### src/rtl/cnv_seq_pkg.sv
package cnv_seq_pkg;

    typedef enum logic {
        ZONE_BUSY  = 1'b0,
        ZONE_TIMER = 1'b1
    } zone_e;

endpackage

### src/rtl/cnv_busy_sync.sv
module cnv_busy_sync #(
    parameter int STAGES = 2
) (
    input  logic clk,
    input  logic rst_n,
    input  logic busy_i,
    output logic fall_o
);
    // sh[STAGES-1] is the synchronised level, sh[STAGES] its one-cycle delay
    typedef struct packed {
        logic [STAGES:0] sh;
    } sync_st_t;

    sync_st_t st_d, st_q;

    always_comb begin
        st_d    = st_q;
        st_d.sh = {st_q.sh[STAGES-1:0], busy_i};
    end

    always_ff @(posedge clk or negedge rst_n) begin
        if (!rst_n) st_q <= '0;
        else        st_q <= st_d;
    end

    assign fall_o = st_q.sh[STAGES] & ~st_q.sh[STAGES-1];

endmodule

### src/rtl/cnv_phase_gen.sv
module cnv_phase_gen
    import cnv_seq_pkg::*;
#(
    parameter int PER_W = 16,
    parameter int DEC_W = 8
) (
    input  logic             clk,
    input  logic             rst_n,
    input  logic [PER_W-1:0] cfg_period,
    input  logic [PER_W-1:0] cfg_pulse,
    input  logic [PER_W-1:0] cfg_guard,
    input  logic [DEC_W-1:0] cfg_decim,
    input  logic             cfg_zone,
    output logic             cnv_o,
    output zone_e            zone_o,
    output logic             trig_pt_o,
    output logic             open_ok_o,
    output logic             close_pt_o
);
    localparam int EXT_W = PER_W + 2;
    localparam int DCX_W = DEC_W + 1;

    typedef struct packed {
        logic [PER_W-1:0] per;
        logic [PER_W-1:0] pw;
        logic [PER_W-1:0] guard;
        logic [DEC_W-1:0] decim;
        zone_e            zone;
        logic [PER_W-1:0] ph;
        logic [DEC_W-1:0] dec;
    } phase_st_t;

    phase_st_t st_d, st_q;

    logic             run;
    logic             bnd;
    logic [PER_W-1:0] guard_new;
    logic [DEC_W-1:0] decim_new;
    logic [DCX_W-1:0] dec_inc;
    logic [EXT_W-1:0] ph_x, g_x, per_x;

    always_comb begin
        run       = (st_q.per >= PER_W'(2));
        bnd       = !run || (st_q.ph == st_q.per - PER_W'(1));
        guard_new = (cfg_guard == '0) ? PER_W'(1) : cfg_guard;
        decim_new = (cfg_decim == '0) ? DEC_W'(1) : cfg_decim;
        dec_inc   = {1'b0, st_q.dec} + DCX_W'(1);

        st_d = st_q;
        if (bnd) begin
            st_d.per   = cfg_period;
            st_d.pw    = cfg_pulse;
            st_d.guard = guard_new;
            st_d.decim = decim_new;
            st_d.zone  = zone_e'(cfg_zone);
            st_d.ph    = '0;
            if (!run || dec_inc >= {1'b0, decim_new}) st_d.dec = '0;
            else                                      st_d.dec = dec_inc[DEC_W-1:0];
        end else begin
            st_d.ph = st_q.ph + PER_W'(1);
        end
    end

    always_ff @(posedge clk or negedge rst_n) begin
        if (!rst_n) begin
            st_q      <= '0;
            st_q.zone <= ZONE_BUSY;
        end else begin
            st_q <= st_d;
        end
    end

    // decoded phase points; each is acted on one edge later by the gate
    always_comb begin
        ph_x       = EXT_W'(st_q.ph);
        g_x        = EXT_W'(st_q.guard);
        per_x      = EXT_W'(st_q.per);
        cnv_o      = run && (st_q.ph < st_q.pw);
        zone_o     = st_q.zone;
        trig_pt_o  = run && (st_q.dec == '0) && (ph_x + EXT_W'(1) == g_x);
        open_ok_o  = run && (ph_x + EXT_W'(1) >= g_x) && (ph_x + g_x + EXT_W'(2) <= per_x);
        close_pt_o = run && (ph_x + g_x + EXT_W'(1) == per_x);
    end

endmodule

### src/rtl/cnv_rd_gate.sv
module cnv_rd_gate
    import cnv_seq_pkg::*;
#(
    parameter int OVR_W = 8
) (
    input  logic             clk,
    input  logic             rst_n,
    input  zone_e            zone_i,
    input  logic             trig_pt_i,
    input  logic             busy_fall_i,
    input  logic             open_ok_i,
    input  logic             close_pt_i,
    input  logic             rd_done_i,
    output logic             rd_trig_o,
    output logic             rd_win_o,
    output logic [OVR_W-1:0] ovr_cnt_o
);
    typedef struct packed {
        logic             trig;
        logic             win;
        logic [OVR_W-1:0] ovr;
    } gate_st_t;

    gate_st_t st_d, st_q;

    logic ev;
    logic ev_ok;
    logic accept;

    always_comb begin
        ev     = (zone_i == ZONE_BUSY) ? busy_fall_i : trig_pt_i;
        ev_ok  = ev && open_ok_i;
        accept = ev_ok && !st_q.win;

        st_d      = st_q;
        st_d.trig = accept;
        if (accept)                                    st_d.win = 1'b1;
        else if (st_q.win && (rd_done_i || close_pt_i)) st_d.win = 1'b0;

        if (ev_ok && st_q.win && (st_q.ovr != '1))
            st_d.ovr = st_q.ovr + OVR_W'(1);
    end

    always_ff @(posedge clk or negedge rst_n) begin
        if (!rst_n) st_q <= '0;
        else        st_q <= st_d;
    end

    assign rd_trig_o = st_q.trig;
    assign rd_win_o  = st_q.win;
    assign ovr_cnt_o = st_q.ovr;

endmodule

### src/rtl/cnv_rdout_seq.sv
module cnv_rdout_seq
    import cnv_seq_pkg::*;
#(
    parameter int PER_W     = 16,
    parameter int DEC_W     = 8,
    parameter int OVR_W     = 8,
    parameter int SYNC_STG  = 2
) (
    input  logic             clk,
    input  logic             rst_n,
    input  logic [PER_W-1:0] cfg_period,
    input  logic [PER_W-1:0] cfg_pulse,
    input  logic [PER_W-1:0] cfg_guard,
    input  logic [DEC_W-1:0] cfg_decim,
    input  logic             cfg_zone,
    input  logic             busy_i,
    input  logic             rd_done_i,
    output logic             cnv_o,
    output logic             rd_trig_o,
    output logic             rd_win_o,
    output logic [OVR_W-1:0] ovr_cnt_o
);
    zone_e zone;
    logic  trig_pt;
    logic  open_ok;
    logic  close_pt;
    logic  busy_fall;

    cnv_phase_gen #(
        .PER_W (PER_W),
        .DEC_W (DEC_W)
    ) u_phase (
        .clk        (clk),
        .rst_n      (rst_n),
        .cfg_period (cfg_period),
        .cfg_pulse  (cfg_pulse),
        .cfg_guard  (cfg_guard),
        .cfg_decim  (cfg_decim),
        .cfg_zone   (cfg_zone),
        .cnv_o      (cnv_o),
        .zone_o     (zone),
        .trig_pt_o  (trig_pt),
        .open_ok_o  (open_ok),
        .close_pt_o (close_pt)
    );

    cnv_busy_sync #(
        .STAGES (SYNC_STG)
    ) u_sync (
        .clk    (clk),
        .rst_n  (rst_n),
        .busy_i (busy_i),
        .fall_o (busy_fall)
    );

    cnv_rd_gate #(
        .OVR_W (OVR_W)
    ) u_gate (
        .clk         (clk),
        .rst_n       (rst_n),
        .zone_i      (zone),
        .trig_pt_i   (trig_pt),
        .busy_fall_i (busy_fall),
        .open_ok_i   (open_ok),
        .close_pt_i  (close_pt),
        .rd_done_i   (rd_done_i),
        .rd_trig_o   (rd_trig_o),
        .rd_win_o    (rd_win_o),
        .ovr_cnt_o   (ovr_cnt_o)
    );

endmodule

### config.mk
export PLATFORM = sky130hd
export DESIGN_NAME = cnv_rdout_seq
export DESIGN_NICKNAME = d
export VERILOG_FILES = /design/src/rtl/cnv_seq_pkg.sv /design/src/rtl/cnv_busy_sync.sv /design/src/rtl/cnv_phase_gen.sv /design/src/rtl/cnv_rd_gate.sv /design/src/rtl/cnv_rdout_seq.sv
export SDC_FILE = /design/constraint.sdc
export NUM_CORES = 1
export LEC_CHECK = 0
export BUFFER_PORTS_ARGS = -buffer_cell sky130_fd_sc_hd__buf_4
export CAP_MARGIN = 5
export CORE_MARGIN = 2
export CORE_UTILIZATION = 55
export CTS_CLUSTER_DIAMETER = 200
export CTS_CLUSTER_SIZE = 8
export DETAILED_ROUTE_END_ITERATION = 6
export GPL_ROUTABILITY_DRIVEN = 1
export PLACE_DENSITY_LB_ADDON = 0.12
export SLEW_MARGIN = 40
export SYNTH_ARGS = -nofsm -noshare
export SYNTH_HDL_FRONTEND = slang
export SYNTH_SLANG_ARGS = --single-unit
### constraint.sdc
create_clock -name clk -period 4.8 [get_ports clk]
set_input_delay 0.72 -clock clk [delete_from_list [all_inputs] [get_ports clk]]
set_output_delay 0.72 -clock clk [all_outputs]
set_load 0.01 [all_outputs]
==> results.txt <==
Status -> complete, no violations
Yosys top cell by area -> dfrtp_1
Fillers -> 1086
# port buffers -> 71
CTS tree -> done
Post-route worst setup slack -> 0.185 ns
Hold WC Path Type -> input port to asynchronous set/reset pin
GRT Total Usage -> 0.277
Clock Sinks -> 86
Worst-Margin Slew -> 0.902 ns
Max clock buf depth -> 2
Final Hold Fails -> 0
Avg Cell Area, Syn -> 9.39 sq um
Setup WS pre-CTS -> 0.0156 ns
Multiplexer share of the synthesized area -> 0.0858
Initial antenna violation count -> 0
Mapped cell area -> 7350 sq um
Post-synth net total -> 924
Ant. Diodes -> 0
Library cells used by synthesis -> 76
Reg2reg start -> u_phase.g_x[0]$_DFFE_PN0N_
First-pass GRT wire length -> 31.4 mm
Clk Latency, worst-skew pair -> 0.36 ns
Final hold slack -> 0.338 ns
Xor/xnor cell area share of the yosys netlist -> 0.119
Row count -> 42
#FFs+latches synth -> 86
Worst rel slew slack -> 0.394
CP required -> 5.04 ns
Min Tclk post-route -> 4.62 ns
Via/cell ratio -> 5.91
DP Wirelength -> 15.1 mm
Placed cell area -> 8220 sq um
Initial Util -> 0.559
CP Max Fanout -> 7
CP Launch Type -> flop
Clk slew on worst S/H paths -> 0.07 ns
Clock root cell -> clkbuf_16
CTS Buf Count -> 9
Vias in the first global route -> 6386
CP Capture Type -> flop
Critical path type -> flop to flop
RR Endpoint -> u_gate.ovr_cnt_o[1]$_DFFE_PN0P_
EDFF count, synth -> 0
Synth top area share -> 0.293
# IOs -> 72
Worst clock skew -> 0.0137 ns
Area Overhead vs Synth -> 17.0%
Finish-stage setup viols -> 0
Iteration-0 DRC Markers -> 317
Max Cap Violations -> 0
Post-Layout Inst Area -> 8600 sq um
PD cells -> 333 nW/um^2
Synth Area in Adders -> 0.137
Count of pins over their slew limit -> 0
Routed Antenna Nets -> 0
Max IR drop VDD -> 0.000250 V
Post-synthesis sequential area ratio -> 0.293
Floorplan die height -> 120 microns
LEAKAGE -> 4.18 nW
Setup repair after global routing missed its margin -> yes
Final nets -> 1019
Die area -> 14300 sq um
Ys Warns -> 0
Core area -> 13100 sq um
Compound-Gate Fraction of Synth Area -> 0.136
Flop-to-flop setup slack -> 0.18 ns
Largest net degree at the start of global routing -> 60
Tot Pwr -> 0.00287 W
Routed len/inst -> 18.2 microns
Largest cells by area after synthesis -> dfrtp_1 (29%), ha_1 (13%), xnor2_1 (8.1%)
Post-Synth Simple-Gate Area -> 0.174
WL final -> 19.2 mm
Largest family of logic cells by synthesized area -> simple AND/OR/NAND/NOR gates
Crit share post-route -> 0.961
Hold buffer count at CTS -> 0
GRT overflow -> 0
Primary FF master, synth -> dfrtp_1
Arr. time, crit path -> 4.85 ns
# DRC -> 0
F_max -> 217 MHz
Router iterations before antenna repair -> 5
H-tree depth -> 3
Post-Layout Cell Count -> 1057
Die span in x -> 120 microns
Via count -> 6252
Placed Cells -> 1039
Fraction of registers with async set/reset -> 1.00
Final GP Congestion -> 0.922
Syn Inst Count -> 783
Fraction of layout cells with a size suffix above 1 -> 0.236
Worst r2r path cells -> 19
[worst max-delay path: stages, from the launching register on]
cell and delay, ns:
dfrtp_1 0.38, ha_2 0.20, inv_2 0.04, fa_2 0.35
and2b_1 0.23, o2111ai_2 0.17, a211o_1 0.36, a211o_1 0.33
nor4_2 0.28, xor2_1 0.18, ha_1 0.26, a21o_1 0.18
a21o_1 0.16, a21o_1 0.16, a21oi_2 0.13, nor2b_2 0.06
o31ai_2 0.29, nand4_1 0.12, o21ba_4 0.31, mux2_4 0.30
[stage by stage]
| step | utilization | setup TNS (ns) |
|---|---|---|
| floorplan | - | 0 |
| global placement | 0.625 | 0 |
| detailed placement | 0.625 | 0 |
| CTS | 0.650 | 0 |
| global route | 0.655 | -0.0614 |
| finish | 0.655 | 0 |
[how the worst max path moves through the flow]
stage | endpoint | slack [ns] | start | depth (start not counted)
floorplan | u_gate.ovr_cnt_o[1]$_DFFE_PN0P_ | 0.13 | u_phase.ph_x[0]$_DFF_PN0_ | 21
global placement | u_gate.ovr_cnt_o[1]$_DFFE_PN0P_ | 0.13 | u_phase.g_x[0]$_DFFE_PN0N_ | 19
detailed placement | u_gate.ovr_cnt_o[1]$_DFFE_PN0P_ | 0.02 | u_phase.g_x[0]$_DFFE_PN0N_ | 20
CTS | u_gate.ovr_cnt_o[1]$_DFFE_PN0P_ | 0.01 | u_phase.g_x[0]$_DFFE_PN0N_ | 20
global route | u_gate.ovr_cnt_o[3]$_DFFE_PN0P_ | -0.03 | u_phase.g_x[0]$_DFFE_PN0N_ | 20
finish | u_gate.ovr_cnt_o[1]$_DFFE_PN0P_ | 0.18 | u_phase.g_x[0]$_DFFE_PN0N_ | 19
[cell type report]
cell class,instances,area (sq um),share of cell area
Multi-Input combinational cell,599,4820,0.561
Sequential cell,86,2150,0.250
Timing Repair Buffer,107,803,0.0934
Inverter,75,282,0.0327
Clock buffer,11,253,0.0294
Tap cell,176,220,0.0256
Clock inverter,3,68.8,0.00800
[Yosys cell counts, types with 10 or more instances]
cell,count
nor3_1,23
inv_1,75
o21ai_0,17
a21oi_1,32
nor4_1,12
o21a_1,10
xor2_1,24
ha_1,79
nand2_1,33
and3_1,29
nor2_1,32
nand3_1,32
xnor2_1,68
dfrtp_1,86
a21o_1,19
clkbuf_1,10
nand4_1,21
mux2_2,48
[where the power goes]
group          switching (W)  leakage (nW)  internal (W)  total [W]
logic               0.000676          2.96      0.000597    0.00127
clock network       0.000298         0.158      0.000480   0.000778
registers          0.0000487          1.06      0.000767   0.000816
total                0.00102          4.18       0.00184    0.00287
[sequential cells by signal (all words and copies together) (netlist names)]
signal	count
u_gate.ovr_cnt_o	8
u_sync.st_q	3
u_gate.rd_win_o	1
u_gate.rd_trig_o	1
u_phase.g_x	16
u_phase.per_x	16
u_phase.st_q	24
u_phase.zone_o	1
u_phase.ph_x	16
[what timing repair did]
action | CTS | global route
gates resized for setup | 0 | 10
setup buffers | 0 | 4
hold endpoints to repair | 0 | 0
endpoints found under the setup margin | 0 | 9
[per-layer routing]
layer	up-vias	track usage	routed length, microns
li1	2997	-	-
met1	3059	0.343	8360
met2	151	0.470	9320
met3	45	0.0404	748
met4	0	0.138	778
met5	-	0	0
[cell families after synthesis]
family,count (synthesis)
adders and majority gates,80
AOI/OAI and AO/OA,137
and+or+nand+nor,231
muxes,56
xor gates and xnor gates,95
buffers and inverters,98
DFF,86
[cell usage in the layout (no fill, tap or decap), types with 6 or more instances in the layout]
cell and n:
buf_4 107, dfrtp_1 86, ha_1 78, inv_1 74, xnor2_1 68, mux2_2 48, nand2_1 33, nand3_1 32
nor2_1 32, a21oi_1 31, and3_1 29, xor2_1 24, nor3_1 22, nand4_1 21, a21o_1 19, o21ai_0 17
nor4_1 11, o21a_1 10, clkbuf_16 9, and2_1 7, nor2b_1 7, mux2i_1 6
No activity file was read; power rests on OpenSTA's default activity.
